$ cat src/rtl/tdm_deser_pkg.sv
package tdm_deser_pkg;

  typedef enum logic [1:0] {
    FMT_LJ  = 2'b00,
    FMT_I2S = 2'b01,
    FMT_TDM = 2'b10,
    FMT_RSV = 2'b11
  } fmt_e;

  typedef enum logic [1:0] {
    ST_IDLE = 2'b00,
    ST_RUN  = 2'b01,
    ST_WAIT = 2'b10
  } fr_st_e;

endpackage

$ cat src/rtl/tdm_framer.sv
module tdm_framer
  import tdm_deser_pkg::*;
#(
  parameter int N_SLOT   = 8,
  parameter int SLOT_LEN = 32,
  parameter int N_PAIR   = 2,
  parameter int POS_W    = 8
) (
  input  logic             clk,
  input  logic             rst,
  input  logic             fs_in,
  input  logic [1:0]       fmt_in,
  output logic             rsv_o,
  output logic             cap_en_o,
  output logic [POS_W-1:0] pos_o,
  output fmt_e             mode_o,
  output logic             done_o,
  output logic             err_o
);

  localparam logic [POS_W-1:0] TDM_LAST  = POS_W'(N_SLOT * SLOT_LEN - 1);
  localparam logic [POS_W-1:0] PAIR_LAST = POS_W'(N_PAIR * SLOT_LEN - 1);

  fr_st_e           st_q;
  logic [POS_W-1:0] cnt_q;
  fmt_e             mode_q;
  logic             fs_q;
  logic             err_q;

  logic             rise;
  logic             rsv;
  fmt_e             mode_now;
  logic [POS_W-1:0] pos_now;
  logic [POS_W-1:0] last_pos;
  logic             act;
  logic             done_now;
  logic             early;
  logic             late;

  always_comb begin
    rise     = fs_in & ~fs_q;
    rsv      = (fmt_in == 2'b11);
    mode_now = rise ? fmt_e'(fmt_in) : mode_q;
    pos_now  = rise ? '0 : cnt_q;
    last_pos = (mode_now == FMT_TDM) ? TDM_LAST : PAIR_LAST;
    act      = !rsv && (rise || (st_q == ST_RUN));
    done_now = act && (pos_now == last_pos);
    early    = !rsv && rise && (st_q == ST_RUN);
    late     = !rsv && !rise && (st_q == ST_WAIT);
  end

  always_ff @(posedge clk) begin
    if (rst) begin
      st_q   <= ST_IDLE;
      cnt_q  <= '0;
      mode_q <= FMT_TDM;
      fs_q   <= 1'b0;
      err_q  <= 1'b0;
    end else begin
      fs_q  <= fs_in;
      err_q <= early | late;
      if (rsv) begin
        st_q  <= ST_IDLE;
        cnt_q <= '0;
      end else begin
        mode_q <= mode_now;
        if (done_now) begin
          st_q  <= ST_WAIT;
          cnt_q <= '0;
        end else if (act) begin
          st_q  <= ST_RUN;
          cnt_q <= pos_now + POS_W'(1);
        end else if (st_q == ST_WAIT) begin
          st_q  <= ST_IDLE;
        end
      end
    end
  end

  assign rsv_o    = rsv;
  assign cap_en_o = act;
  assign pos_o    = pos_now;
  assign mode_o   = mode_now;
  assign done_o   = done_now;
  assign err_o    = err_q;


  cnt_in_frame_chk: assert property (@(posedge clk) disable iff (rst)
    (st_q == ST_RUN) |-> ((cnt_q != '0) && ((mode_q == FMT_TDM) || (cnt_q <= PAIR_LAST))));


  wait_after_done_chk: assert property (@(posedge clk) disable iff (rst)
    (st_q == ST_WAIT) |-> $past(done_now));

endmodule

$ cat src/rtl/tdm_capture.sv
module tdm_capture
  import tdm_deser_pkg::*;
#(
  parameter int N_SLOT   = 8,
  parameter int SLOT_LEN = 32,
  parameter int SAMP_W   = 24,
  parameter int N_PAIR   = 2,
  parameter int POS_W    = 8
) (
  input  logic                     clk,
  input  logic                     rst,
  input  logic                     cap_en,
  input  logic [POS_W-1:0]         pos,
  input  fmt_e                     mode,
  input  logic                     sd_in,
  output logic [N_SLOT*SAMP_W-1:0] shadow_o
);

  localparam int SL_W = $clog2(SLOT_LEN);
  localparam int SI_W = POS_W - SL_W;

  logic [N_SLOT-1:0][SAMP_W-1:0] sh_q;
  logic [POS_W-1:0]              off;
  logic [SI_W-1:0]               slot_idx;
  logic [SL_W-1:0]               bit_idx;
  logic                          skip;
  logic                          wr;

  always_comb begin
    off      = (mode == FMT_I2S) ? (pos - POS_W'(1)) : pos;
    skip     = (mode == FMT_I2S) && (pos == '0);
    slot_idx = off[POS_W-1:SL_W];
    bit_idx  = off[SL_W-1:0];
    wr       = cap_en && !skip && ({1'b0, bit_idx} < (SL_W+1)'(SAMP_W));
  end

  always_ff @(posedge clk) begin
    if (rst) begin
      sh_q <= '0;
    end else if (wr) begin
      for (int g = 0; g < N_SLOT; g++) begin
        for (int b = 0; b < SAMP_W; b++) begin
          if ((slot_idx == SI_W'(g)) && (bit_idx == SL_W'(SAMP_W - 1 - b)))
            sh_q[g][b] <= sd_in;
        end
      end
    end
  end

  assign shadow_o = sh_q;


  pair_slot_chk: assert property (@(posedge clk) disable iff (rst)
    (wr && (mode != FMT_TDM)) |-> (slot_idx < SI_W'(N_PAIR)));


  pad_never_written_chk: assert property (@(posedge clk) disable iff (rst)
    (cap_en && !skip && ({1'b0, bit_idx} >= (SL_W+1)'(SAMP_W))) |=> $stable(sh_q));

endmodule

$ cat src/rtl/tdm_outreg.sv
module tdm_outreg
  import tdm_deser_pkg::*;
#(
  parameter int N_SLOT = 8,
  parameter int SAMP_W = 24,
  parameter int N_PAIR = 2
) (
  input  logic                     clk,
  input  logic                     rst,
  input  logic                     rsv,
  input  logic                     done,
  input  fmt_e                     mode,
  input  logic [N_SLOT*SAMP_W-1:0] shadow_i,
  output logic [N_SLOT*SAMP_W-1:0] data_o,
  output logic                     valid_o,
  output logic                     fmt_err_o
);

  for (genvar g = 0; g < N_SLOT; g++) begin : g_slot
    logic [SAMP_W-1:0] q;
    if (g < N_PAIR) begin : g_any_fmt
      always_ff @(posedge clk) begin
        if (rst || rsv)
          q <= '0;
        else if (done)
          q <= shadow_i[g*SAMP_W +: SAMP_W];
      end
    end else begin : g_tdm_only
      always_ff @(posedge clk) begin
        if (rst || rsv)
          q <= '0;
        else if (done)
          q <= (mode == FMT_TDM) ? shadow_i[g*SAMP_W +: SAMP_W] : '0;
      end
    end
    assign data_o[g*SAMP_W +: SAMP_W] = q;
  end

  always_ff @(posedge clk) begin
    if (rst) begin
      valid_o   <= 1'b0;
      fmt_err_o <= 1'b0;
    end else begin
      valid_o   <= done && !rsv;
      fmt_err_o <= rsv;
    end
  end


  valid_pulse_chk: assert property (@(posedge clk) disable iff (rst)
    valid_o |=> !valid_o);


  rsv_quiet_chk: assert property (@(posedge clk) disable iff (rst)
    fmt_err_o |-> ((data_o == '0) && !valid_o));

endmodule

$ cat src/rtl/tdm_deser.sv
module tdm_deser
  import tdm_deser_pkg::*;
#(
  parameter int N_SLOT   = 8,
  parameter int SLOT_LEN = 32,
  parameter int SAMP_W   = 24,
  parameter int N_PAIR   = 2
) (
  input  logic                     sclk,
  input  logic                     rst,
  input  logic                     frame_sync,
  input  logic                     sd_in,
  input  logic [1:0]               fmt_sel,
  output logic [N_SLOT*SAMP_W-1:0] ch_data,
  output logic                     ch_valid,
  output logic                     frame_err,
  output logic                     fmt_err
);

  localparam int FRAME_LEN = N_SLOT * SLOT_LEN;
  localparam int POS_W     = $clog2(FRAME_LEN);

  logic                     rsv;
  logic                     cap_en;
  logic [POS_W-1:0]         pos;
  fmt_e                     mode;
  logic                     done;
  logic [N_SLOT*SAMP_W-1:0] shadow;

  tdm_framer #(
    .N_SLOT(N_SLOT), .SLOT_LEN(SLOT_LEN), .N_PAIR(N_PAIR), .POS_W(POS_W)
  ) u_framer (
    .clk(sclk), .rst(rst), .fs_in(frame_sync), .fmt_in(fmt_sel),
    .rsv_o(rsv), .cap_en_o(cap_en), .pos_o(pos), .mode_o(mode),
    .done_o(done), .err_o(frame_err)
  );

  tdm_capture #(
    .N_SLOT(N_SLOT), .SLOT_LEN(SLOT_LEN), .SAMP_W(SAMP_W), .N_PAIR(N_PAIR), .POS_W(POS_W)
  ) u_capture (
    .clk(sclk), .rst(rst), .cap_en(cap_en), .pos(pos), .mode(mode),
    .sd_in(sd_in), .shadow_o(shadow)
  );

  tdm_outreg #(
    .N_SLOT(N_SLOT), .SAMP_W(SAMP_W), .N_PAIR(N_PAIR)
  ) u_outreg (
    .clk(sclk), .rst(rst), .rsv(rsv), .done(done), .mode(mode),
    .shadow_i(shadow), .data_o(ch_data), .valid_o(ch_valid), .fmt_err_o(fmt_err)
  );


  err_valid_excl_chk: assert property (@(posedge sclk) disable iff (rst)
    !(ch_valid && frame_err));


  rsv_no_frame_err_chk: assert property (@(posedge sclk) disable iff (rst)
    (fmt_err && $past(fmt_err)) |-> !frame_err);

endmodule

$ cat config.mk
export PLATFORM = sky130hd
export DESIGN_NAME = tdm_deser
export DESIGN_NICKNAME = d
export VERILOG_FILES = /design/src/rtl/tdm_deser_pkg.sv /design/src/rtl/tdm_framer.sv /design/src/rtl/tdm_capture.sv /design/src/rtl/tdm_outreg.sv /design/src/rtl/tdm_deser.sv
export SDC_FILE = /design/constraint.sdc
export NUM_CORES = 1
export LEC_CHECK = 0
export BUFFER_PORTS_ARGS = -buffer_cell sky130_fd_sc_hd__buf_2
export CORE_MARGIN = 2
export CORE_UTILIZATION = 50
export CTS_BUF_LIST = sky130_fd_sc_hd__clkbuf_2 sky130_fd_sc_hd__clkbuf_4 sky130_fd_sc_hd__clkbuf_8
export DETAILED_ROUTE_END_ITERATION = 8
export PLACE_DENSITY = 0.7
export SKIP_LAST_GASP = 1
export SYNTH_ARGS = -nofsm -noshare
export SYNTH_HDL_FRONTEND = slang
export SYNTH_HIERARCHICAL = 1
export SYNTH_SLANG_ARGS = --single-unit
$ cat constraint.sdc
create_clock -name sclk -period 4.52 [get_ports sclk]
set_input_delay 0.904 -clock sclk [delete_from_list [all_inputs] [get_ports sclk]]
set_output_delay 0.904 -clock sclk [all_outputs]
set_load 0.02 [all_outputs]
# --- After elaboration in Yosys (flattened, before gate mapping) ---
# Index checks and enable logic that the tools add are counted.
classes:
  n_addsub: 2
  multipliers: 0
  shifts: 0
  n_div: 0
  bitwise: 3
  eq_ne: 36
  n_reduce_logical: 406
  n_lt_le_gt_ge: 1
  muxes: 13
op_table:
  columns: ["cell", "n"]
  rows:
  - ["2-bit AND reduction", 192]
  - ["1-bit logical AND", 202]
  - ["24-bit two-way mux", 6]
  - ["5-bit by 4-bit == test with 1-bit output (second input constant)", 8]
  - ["5-bit == test (second input constant)", 8]
  - ["8-bit two-way mux", 3]
  - ["5-bit by 3-bit == test with 1-bit output (second input constant)", 4]
  - ["3-bit == test (second input constant)", 4]
  - ["5-bit by 2-bit == test with 1-bit output (second input constant)", 2]
  - ["8-bit by 1-bit adder with 8-bit output (second input constant)", 1]
  - ["8-bit == test", 1]
  - ["8-bit zero test", 1]
  - ["2-bit two-way mux", 4]
  - ["8-bit by 1-bit subtractor with 8-bit output (second input constant)", 1]
  - ["2-bit == test (second input constant)", 3]
  - ["3-bit by 2-bit == test with 1-bit output (second input constant)", 2]
  - ["5-bit by 1-bit == test with 1-bit output (second input constant)", 1]
  - ["5-bit zero test", 1]
  - ["5-bit < comparator (second input constant)", 1]
  - ["2-bit by 1-bit == test with 1-bit output (second input constant)", 2]
  - ["3-bit by 1-bit == test with 1-bit output (second input constant)", 1]
  - ["1-bit zero test", 3]
  - ["3-bit zero test", 1]
  - ["3-bit nonzero test", 1]
  - ["other kinds (7)", 8]
word_totals:
  wordCells: 669
  input_bits: 6
  rom_bits: 0
  reg_bits: 400
  out_inout_bits: 195
  latch_bits: 0
  ramBits: 0
  memories: 0

# --- Logic depth before layout (Yosys ltp) ---
# Gate-level depths: netlist of run 1.
depth:
  word_depth: 9
  depth_mapped: 14
  ltp_nobuf: 9

# --- By module ---
# Netlist of run 1, hierarchy kept.
by_module_without_submodules:
  columns: ["mod", "instances", "cells_per_inst", "seq_area_each_um2", "area_each_um2"]
  rows:
  - ["tdm_capture", 1, 942, 3843.7, 9228.9]
  - ["tdm_outreg", 1, 497, 3883.7, 6338.6]
  - ["tdm_framer", 1, 96, 280.3, 813.3]

# --- Worst setup path after synthesis of run 1 ---
# Ideal clock, no wire load.
synth_timing:
  path_type: "input-to-reg"
  start: "in frame_sync"
  end: "reg u_capture.sh_q (netlist bit u_capture/shadow_o[121])"
  n_path_buf: 4
  setup_slack_ps: 954
  arrival_ps: 3494
  setup_time_ps: 72
  path_stages: 13
  t_required_ps: 4448
  path_cell_list: "nand2b_1 -> buf_6 -> clkbuf_1 -> and2_1 -> buf_2 -> inv_1 -> ha_1 -> or4bb_1 -> o31ai_1 -> o211ai_1 -> clkbuf_1 -> nor3_1 -> mux2i_1"
synth_via:
  elab_chain_cells: 8
  word_cells_on_any_way: 18
  cone_classes: "1 x add/sub; 1 x order compare; 3 x eq/ne; 3 x mux; 1 x bitwise; 9 x reduce/logical"
synth_rtl:
  columns: ["element", "line_no", "text"]
  rows:
  - ["start, declared", "tdm_deser.sv:11", "input logic frame_sync,"]
  - ["1-bit AND *", "tdm_framer.sv:41", "rise = fs_in & ~fs_q;"]
  - ["8-bit two-way mux *", "tdm_framer.sv:44", "pos_now = rise ? '0 : cnt_q;"]
  - ["net pos[0]", "tdm_deser.sv:25", "logic [POS_W-1:0] pos;"]
  - ["branches (longest 5 deep; another with 8-bit by 1-bit subtractor with 8-bit output)", null, null]
  - ["2-bit AND reduction (no source line) *", null, null]
  - ["end signal, assigned by index", "tdm_capture.sv:44", "sh_q[g][b] <= sd_in;"]
  - ["end, declared", "tdm_capture.sv:22", "logic [N_SLOT-1:0][SAMP_W-1:0] sh_q;"]
# Mark *: on every way through the listed nets, which the timed path passes.
# A chain may end at the register's enable or synchronous reset.

# --- Final worst setup path of run 1 ---
layout_timing:
  start: "in frame_sync"
  end: "reg u_capture.sh_q (netlist bit u_capture/shadow_o[56])"
# The elaborated chain is that of the path after synthesis.

==> results.sh, run 1 <==
export IMPL_outcome="complete, no violations"
export IMPL_placementRows=66
export IMPL_r2r_setup_slack_ps=1210
export IMPL_grt_max_degree=135
export IMPL_fp_dieW_microns=185
export IMPL_synth_top_area_cell="dfxtp_1"
export IMPL_rsz0062_at_grt="no"
export IMPL_antenna_found_initial=0
export IMPL_crit_arrival_ps=3810
export IMPL_grt_first_pass_wirelength_microns=65000
export IMPL_fin_crit_ps=3350
export IMPL_holdCritPathClass="reg2reg"
export IMPL_route_detailed_drc=0
export IMPL_track_usage_pct=23.8
export IMPL_crit_chain="buf_2 > nand2b_1 > and2_1 > inv_1 > ha_1 > o21bai_1 > a31o_2 > a211o_1 > nor3b_1 > mux2i_1"
export IMPL_synth_area_sq_um=16400
export IMPL_clock_path_buffers=3
export IMPL_max_clock_freq_mhz=298
export IMPL_grt_remaining_overflow=0
export IMPL_synthTopCellsByArea="dfxtp_1 (49%), mux2i_1 (15%), a32o_1 (8.8%), nand2b_1 (7.6%), nor3_1 (4.0%)"
export IMPL_crit_fanout=24
export IMPL_max_stage_delay_ps=570
export IMPL_worst_setup_path_type="in2reg"
export IMPL_fill_cells=2860
export IMPL_wl_per_cell_microns=19.1
export IMPL_viasPerCell=5.68
export IMPL_cp_data_required_time_ps=4980
export IMPL_async_flop_share_pct=0
export IMPL_n_antenna_cell=0
export IMPL_start_kind="input port"
export IMPL_cts_setup_buffers=0
export IMPL_synth_ff_type="dfxtp_1"
export IMPL_maxSlewViolCount=0
export IMPL_ff_latch_area_sq_um=8010
export IMPL_ys_types=68
export IMPL_die_area_sq_um=34200
export IMPL_die_h_microns=185
export IMPL_cts_sinks=400
export IMPL_avgSynthCellArea_sq_um=10.7
export IMPL_yosys_warnings=6
export IMPL_syn_nets=1544
export IMPL_via_count=12300
export IMPL_power_density_nw_per_um2=366
export IMPL_io_pins=201
export IMPL_coreArea_sq_um=32400
export IMPL_io_buffers=200
export IMPL_dr_pass1_iters=5
export IMPL_slowest_stage="a211o_1"
export IMPL_ys_seq_area_share_pct=48.9
export IMPL_grt_pass1_vias=11600
export IMPL_first_iter_violations=904
export IMPL_power_leakage_nw=6.71
export IMPL_fin_util_pct=58.6
export IMPL_multiInputGateArea_sq_um=7650
export IMPL_finalCritPeriodShare_pct=74.2
export IMPL_netlist_instances=1535
export IMPL_skew_ps=20.8
export IMPL_ir_drop_mv=0.194
export IMPL_hold_buffers=0
export IMPL_cts_resized=0
export IMPL_insertion_delay_ps=560
export IMPL_cts_made_buffers=66
export IMPL_clk_pin_slew_worst_paths_ps=60
export IMPL_dp_cells=2063
export IMPL_htree_levels=3
export IMPL_critPathCaptureType="flip-flop"
export IMPL_place_congestion=0.914
export IMPL_cap_violations=0
export IMPL_fin_nets=1698
export IMPL_finalNonFillerCells=2171
export IMPL_detail_route_antenna_nets=0
export IMPL_syn2layout_area_growth_pct=15.7
export IMPL_layout_drive_gt1_share_pct=24.6
export IMPL_tightestPinTransition_ps=1180
export IMPL_holdWs_ps=456
export IMPL_synth_seq_cells=400
export IMPL_synth_top_area_share_pct=48.9
export IMPL_cts_tree="built"
export IMPL_hold_viol=0
export IMPL_start_util_pct=50.6
export IMPL_setup_viol=0
export IMPL_hpwlAfterDp_microns=24600
export IMPL_drt_wl_total_microns=41400
export IMPL_slew_headroom_pct=21.5
export IMPL_setup_tns_final_ps=0
export IMPL_clockRootBuffer="clkbuf_8"
export IMPL_synth_edf_count=0
[path summary, 6_finish.rpt]
check | from | to | cells past startpoint
setup / recovery | frame_sync | u_capture/shadow_o[56] | 10
hold reg to reg | u_outreg/g_slot[6].q[6] | u_outreg/g_slot[6].q[6] | 1
hold / removal | u_outreg/g_slot[6].q[6] | u_outreg/g_slot[6].q[6] | 1
setup reg to reg | u_framer/fs_q | u_capture/shadow_o[56] | 9
[registers in the layout (all words and copies together) (netlist names)]
signal              flops
u_outreg/valid_o        1
u_framer/cnt_q          8
u_framer/st_q           2
u_framer/mode_q         2
u_outreg/g_slot.q     192
u_capture/shadow_o    192
u_outreg/fmt_err_o      1
u_framer/fs_q           1
u_framer/err_o          1
[kinds of logic after synthesis]
logic type	count (synthesis)	share of synthesized area, %
and+or+nand+nor	518	19.2
DFF	400	48.9
muxes	244	14.9
AOI/OAI and AO/OA	203	11.9
buffers and inverters	166	4.84
adders and majority gates	3	0.229
xor gates and xnor gates	1	0.0535
[report_power, final]
group / switching [mW] / internal [mW]
sequential: 0.00365 / 3.53
combinational: 0.214 / 0.0786
clock: 1.37 / 1.74
[through the flow]
step / setup WS [ps] / power (mW) / area, sq um
6_report: 1170 / 6.94 / 19000
5_1_grt: 998 / 7.20 / 19000
4_1_cts: 1160 / 7.01 / 19000
3_5_place_dp: 577 / 3.90 / 17700
3_3_place_gp: 730 / 3.90 / 17700
2_1_floorplan: 954 / 3.82 / 16400
[routing by layer]
metal	part of all wire (%)	wire length, microns	GRT usage [%]
met5	0	0	0
met4	1.6	651	5.78
met3	6.6	2740	5.43
met2	45	18500	36.6
met1	47	19600	33.8
[critical path: cells and delay by family]
family,cells,cell delay [ps]
buffers and inverters,2,260
adder cells (fa/ha/maj),1,390
AO/OA/AOI/OAI,3,1150
multiplexers,1,240
AND/OR/NAND/NOR,3,850
[cell usage in the layout (no fill, tap or decap), types with 2 or more instances in the layout]
master / count
buf_4: 37
nand2b_1: 198
or4bb_1: 2
o21a_1: 2
dfxtp_1: 400
o211ai_1: 9
inv_1: 7
nor3_1: 130
a2bb2oi_2: 3
ha_1: 3
a211o_1: 4
and3_1: 6
nor2_1: 56
nor3b_1: 28
nor2b_1: 4
buf_2: 199
nor3_2: 43
a21oi_1: 10
o21ai_0: 4
a211oi_1: 3
or2_2: 4
buf_12: 8
a32o_1: 144
clkbuf_4: 23
nand4_1: 2
o31ai_1: 2
mux2i_1: 244
a31o_2: 2
nand3_1: 5
clkinv_2: 5
clkinvlp_4: 2
and2_1: 11
nand2_1: 12
clkbuf_8: 78
[synthesized netlist by cell type, types with 3 or more instances]
library cell and instances:
dfxtp_1 400, mux2i_1 244, nand2b_1 199, a32o_1 144, nor3_1 131, clkbuf_1 79, buf_2 64, nor2_1 56
nor3_2 42, nor3b_1 28, nand2_1 12, and2_1 11, buf_6 11, a21oi_1 10, o211ai_1 9, inv_1 7
and3_1 6, nand3_1 5, a211o_1 4, nor2b_1 4, o21ai_0 4, or2_2 4, a211oi_1 3, a2bb2oi_2 3
ha_1 3
[cell type report]
cell class,count,area share (%)
flip-flops and latches,400,42.2
multi-input cells,969,40.3
repair buffers,244,7.56
clock buffers,101,6.57
well taps,442,2.92
clock inverters,7,0.211
inverters,8,0.158
(Power assumes the default switching activity.)
==> inputs of run 2 (changes only) <==
==> constraint.sdc (replaced) <==
create_clock -name sclk -period 3.3 [get_ports sclk]
set_input_delay 0.66 -clock sclk [delete_from_list [all_inputs] [get_ports sclk]]
set_output_delay 0.66 -clock sclk [all_outputs]
set_load 0.02 [all_outputs]
==> results.sh, run 2 (synthesis gave the netlist of run 1 again) <==
export IMPL_hpwlAfterDp_microns=26200
export IMPL_rsz0062_at_grt="no"
export IMPL_layout_drive_gt1_share_pct=26.2
export IMPL_cap_violations=0
export IMPL_clockRootBuffer="clkbuf_8"
export IMPL_coreArea_sq_um=32400
export IMPL_max_clock_freq_mhz=353
export IMPL_power_density_nw_per_um2=492
export IMPL_skew_ps=25.2
export IMPL_cts_resized=0
export IMPL_holdCritPathClass="in2reg"
export IMPL_antenna_found_initial=1
export IMPL_most_common_layout_cells="dfxtp_1 (400), mux2i_1 (244), buf_2 (199)"
export IMPL_grt_max_degree=112
export IMPL_io_pins=201
export IMPL_n_antenna_cell=0
export IMPL_power_leakage_nw=7.02
export IMPL_maxSlewViolCount=0
export IMPL_die_area_sq_um=34200
export IMPL_fp_dieW_microns=185
export IMPL_fin_util_pct=60.3
export IMPL_slew_headroom_pct=35.6
export IMPL_cts_setup_buffers=0
export IMPL_fill_cells=2770
export IMPL_crit_fanout=13
export IMPL_via_count=12600
export IMPL_start_util_pct=50.6
export IMPL_insertion_delay_ps=570
export IMPL_layout_commonest_cell="dfxtp_1"
export IMPL_die_h_microns=185
export IMPL_worst_setup_path_type="reg2reg"
export IMPL_htree_levels=3
export IMPL_placementRows=66
export IMPL_grt_pass1_vias=12200
export IMPL_hold_buffers=0
export IMPL_cts_tree="built"
export IMPL_track_usage_pct=24.6
export IMPL_outcome="complete, no violations"
export IMPL_dr_pass1_iters=5
export IMPL_drt_wl_total_microns=42900
export IMPL_route_detailed_drc=0
export IMPL_crit_arrival_ps=3310
export IMPL_grt_first_pass_wirelength_microns=67100
export IMPL_viasPerCell=5.71
export IMPL_grt_remaining_overflow=0
export IMPL_hold_viol=0
export IMPL_cts_sinks=400
export IMPL_ir_drop_mv=0.321
export IMPL_place_congestion=0.850
export IMPL_cp_data_required_time_ps=3770
export IMPL_wl_per_cell_microns=19.4
export IMPL_detail_route_antenna_nets=0
export IMPL_clk_pin_slew_worst_paths_ps=60
export IMPL_tightestPinTransition_ps=966
export IMPL_start_kind="flip-flop"
export IMPL_first_iter_violations=875
export IMPL_fin_crit_ps=2830
export IMPL_fin_nets=1739
export IMPL_syn2layout_area_growth_pct=19.2
export IMPL_io_buffers=200
export IMPL_critPathCaptureType="flip-flop"
export IMPL_finalCritPeriodShare_pct=85.9
export IMPL_cts_made_buffers=67
export IMPL_clock_path_buffers=3
export IMPL_setup_viol=0
export IMPL_setup_tns_final_ps=0
-- run 2: cell count changes in the layout (fill, tap and decap cells not counted), sizes merged --
cell	delta
clkinvlp	-1
inv	+3
clkbuf	-2
buf	+40
clkinv	-2
-- run 2: layer usage --
metal / GRT usage (%) / wire length (microns)
met1: 33.7 / 19800
met3: 4.54 / 2560
met4: 6.73 / 679
met5: 0 / 0
met2: 40.0 / 19900
-- run 2: final timing paths --
check,start,end,cells past startpoint,slack (ps)
min reg2reg,u_outreg/g_slot[6].q[6],u_outreg/g_slot[6].q[6],1,460
max,u_framer/fs_q,u_capture/shadow_o[177],10,470
min,frame_sync,u_framer/fs_q,2,350
max reg2reg,u_framer/fs_q,u_capture/shadow_o[177],10,470
-- run 2: layout make-up --
type | instances | area (sq um) | share of cell area, %
clock inverters | 7 | 51.3 | 0.263
multi-input cells | 969 | 7650 | 39.2
clock buffers | 99 | 1240 | 6.37
repair buffers | 284 | 1980 | 10.2
flip-flops and latches | 400 | 8010 | 41.0
well taps | 442 | 553 | 2.83
inverters | 8 | 30.0 | 0.154
-- run 2: per-stage QoR --
step / hold slack (ps) / cells / instance area [sq um] / power [mW] / setup slack (ps)
after global placement: 443 / 2103 / 18200 / 5.40 / 205
after global routing: 341 / 2209 / 19500 / 9.96 / 269
final: 348 / 2209 / 19500 / 9.60 / 465
after floorplan: 448 / 1535 / 16400 / 5.23 / 18.4
after detailed placement: 448 / 2103 / 18200 / 5.40 / 133
after CTS: 310 / 2209 / 19500 / 9.68 / 422
-- run 2: power by group --
part	switching (mW)	internal, mW
logic	0.306	0.153
clock network	1.90	2.40
registers	0.00522	4.84
-- run 2: critical path: stages (launching register included) --
cell	delay, ps
dfxtp_1	360
nand2b_1	250
and2_1	180
inv_1	80
ha_1	340
or4bb_1	490
o31ai_1	100
o211ai_1	160
buf_4	250
nor3_1	300
mux2i_1	220
==> inputs of run 3 (changes only) <==
--- a/config.mk
+++ b/config.mk
@@ -6,11 +6,13 @@
 export NUM_CORES = 1
 export LEC_CHECK = 0
 export BUFFER_PORTS_ARGS = -buffer_cell sky130_fd_sc_hd__buf_2
+export CELL_PAD_IN_SITES_DETAIL_PLACEMENT = 0
+export CELL_PAD_IN_SITES_GLOBAL_PLACEMENT = 1
 export CORE_MARGIN = 2
-export CORE_UTILIZATION = 50
+export CORE_UTILIZATION = 47
 export CTS_BUF_LIST = sky130_fd_sc_hd__clkbuf_2 sky130_fd_sc_hd__clkbuf_4 sky130_fd_sc_hd__clkbuf_8
 export DETAILED_ROUTE_END_ITERATION = 8
-export PLACE_DENSITY = 0.7
+export PLACE_DENSITY_LB_ADDON = 0.1
 export SKIP_LAST_GASP = 1
 export SYNTH_ARGS = -nofsm -noshare
 export SYNTH_HDL_FRONTEND = slang
==> constraint.sdc (replaced) <==
create_clock -name sclk -period 2.9 [get_ports sclk]
set_input_delay 0.58 -clock sclk [delete_from_list [all_inputs] [get_ports sclk]]
set_output_delay 0.58 -clock sclk [all_outputs]
set_load 0.02 [all_outputs]
==> results.sh, run 3 (synthesis gave the netlist of run 1 again) <==
export IMPL_crit_fanout=20
export IMPL_cap_violations=0
export IMPL_cts_setup_buffers=0
export IMPL_via_count=12600
export IMPL_power_leakage_nw=7.34
export IMPL_r2r_setup_slack_ps=200
export IMPL_clockRootBuffer="clkbuf_8"
export IMPL_slowest_stage="or4bb_1"
export IMPL_tightestPinTransition_ps=671
export IMPL_track_usage_pct=24.2
export IMPL_die_h_microns=191
export IMPL_viasPerCell=5.62
export IMPL_hpwlAfterDp_microns=26800
export IMPL_fp_dieW_microns=191
export IMPL_coreArea_sq_um=34500
export IMPL_first_iter_violations=683
export IMPL_placementRows=68
export IMPL_insertion_delay_ps=620
export IMPL_slew_headroom_pct=55.2
export IMPL_layout_drive_gt1_share_pct=31.0
export IMPL_seqPwrFrac_pct=49.0
export IMPL_cts_made_buffers=69
export IMPL_switchingPower_mw=2.65
export IMPL_grt_max_degree=107
export IMPL_p_int_mw=8.59
export IMPL_finalCritPeriodShare_pct=93.0
export IMPL_start_util_pct=47.5
export IMPL_placed_cell_area_sq_um=18900
export IMPL_syn2layout_area_growth_pct=24.0
export IMPL_p_sw_share_pct=23.6
export IMPL_critPathCaptureType="flip-flop"
export IMPL_layout_commonest_cell="dfxtp_1"
export IMPL_htree_levels=3
export IMPL_route_detailed_drc=0
export IMPL_io_buffers=200
export IMPL_dr_pass1_iters=5
export IMPL_clock_path_buffers=3
export IMPL_grt_pass1_vias=12200
export IMPL_fin_area_sq_um=20300
export IMPL_setup_tns_final_ps=0
export IMPL_crit_family="simple AND/OR/NAND/NOR gates"
export IMPL_hold_viol=0
export IMPL_drt_wl_total_microns=44600
export IMPL_crit_chain="nand2b_4 > and2_4 > inv_1 > ha_4 > or4bb_1 > o31ai_1 > o211ai_1 > buf_12 > nor3_2 > mux2i_1"
export IMPL_worstReg2RegStart="u_framer/fs_q"
export IMPL_r2r_cells=10
export IMPL_clk_pin_slew_worst_paths_ps=60
export IMPL_setup_viol=0
export IMPL_cp_data_required_time_ps=3430
export IMPL_antenna_found_initial=0
export IMPL_cts_tree="built"
export IMPL_crit_arrival_ps=3230
export IMPL_fin_nets=1758
export IMPL_detail_route_antenna_nets=0
export IMPL_pwr_share_clk_pct=46.1
export IMPL_path_buf_inv=2
export IMPL_endpoint="u_capture/shadow_o[26]"
export IMPL_holdCritPathClass="in2reg"
export IMPL_r2r_end="u_capture/shadow_o[26]"
export IMPL_max_stage_delay_ps=470
export IMPL_worst_setup_path_type="reg2reg"
export IMPL_start_kind="flip-flop"
export IMPL_power_density_nw_per_um2=554
export IMPL_place_congestion=0.816
export IMPL_cts_sinks=400
export IMPL_fin_crit_ps=2700
export IMPL_most_common_layout_cells="dfxtp_1 (400), mux2i_1 (244), buf_2 (199)"
export IMPL_rsz0062_at_grt="no"
export IMPL_max_clock_freq_mhz=371
export IMPL_outcome="complete, no violations"
export IMPL_io_pins=201
export IMPL_grt_first_pass_wirelength_microns=69500
export IMPL_n_antenna_cell=0
export IMPL_holdWs_ps=248
export IMPL_ir_drop_mv=0.352
export IMPL_die_area_sq_um=36400
export IMPL_maxSlewViolCount=0
export IMPL_wl_per_cell_microns=19.9
export IMPL_skew_ps=22.5
export IMPL_pwr_share_comb_pct=4.9
export IMPL_crit_path_start="u_framer/fs_q"
export IMPL_path_depth=10
export IMPL_grt_remaining_overflow=0
## run 3: cell types whose count changed in the layout (fill, tap and decap cells not counted), moves of 5 or more
cell and change:
nor3_2 +29, clkbuf_8 +5, nor3b_1 -20, buf_12 +8, buf_4 +9, nor3_4 +14
nor3_1 -43, nor3b_2 +20
## run 3: timing repair
item,CTS,global route
setup endpoints to repair,0,164
hold buffers,0,0
gates resized for setup,0,3
## run 3: metrics by stage
step / utilization, % / worst slack, ps / std cells / total power, mW
3_3_place_gp: 54.9 / -210 / 2133 / 6.18
6_report: 58.9 / 203 / 2246 / 11.2
3_5_place_dp: 54.9 / -232 / 2133 / 6.18
2_1_floorplan: - / -29.9 / 1535 / 5.97
4_1_cts: 58.9 / 27.3 / 2246 / 11.4
5_1_grt: 58.9 / 3.62 / 2246 / 11.6
## run 3: power groups by stage
stage               sequential [mW]  clock, mW  combinational [mW]
CTS                            5.51       5.32               0.551
finish                         5.51       5.18               0.551
floorplan                      5.63          0               0.342
global route                   5.51       5.55               0.587
global placement               5.63          0               0.548
detailed placement             5.63          0               0.551
## run 3: cell type report
cell class	count	area, sq um
fillers	2967	14200
multi-input cells	969	8090
flip-flops and latches	400	8010
repair buffers	301	2210
clock buffers	105	1320
well taps	455	569
clock inverters	8	68.8
inverters	8	32.5
## run 3: worst min path at each step
stage	start	endpoint	slack (ps)	cells after the start
2_1_floorplan	u_capture/shadow_o[0]	u_capture/shadow_o[0]	450	2
3_5_place_dp	u_outreg/g_slot[4].q[23]	u_outreg/g_slot[4].q[23]	450	1
4_1_cts	frame_sync	u_framer/fs_q	190	2
5_1_grt	frame_sync	u_framer/fs_q	240	2
6_report	frame_sync	u_framer/fs_q	250	2
3_3_place_gp	u_outreg/g_slot[2].q[3]	u_outreg/g_slot[2].q[3]	440	1
## run 3: layer usage
metal	track usage, %	share of wire, %	vias to the layer above
met5	0	0	-
met4	7.63	2.0	0
met3	4.55	5.7	65
met2	37.2	45	357
met1	34.3	48	6196
li1	-	-	5996
## run 3: worst reg2reg max path: stages, from the launching register on
cell,delay (ps)
dfxtp_1,370
nand2b_4,190
and2_4,160
inv_1,80
ha_4,290
or4bb_1,470
o31ai_1,120
o211ai_1,230
buf_12,230
nor3_2,270
mux2i_1,210
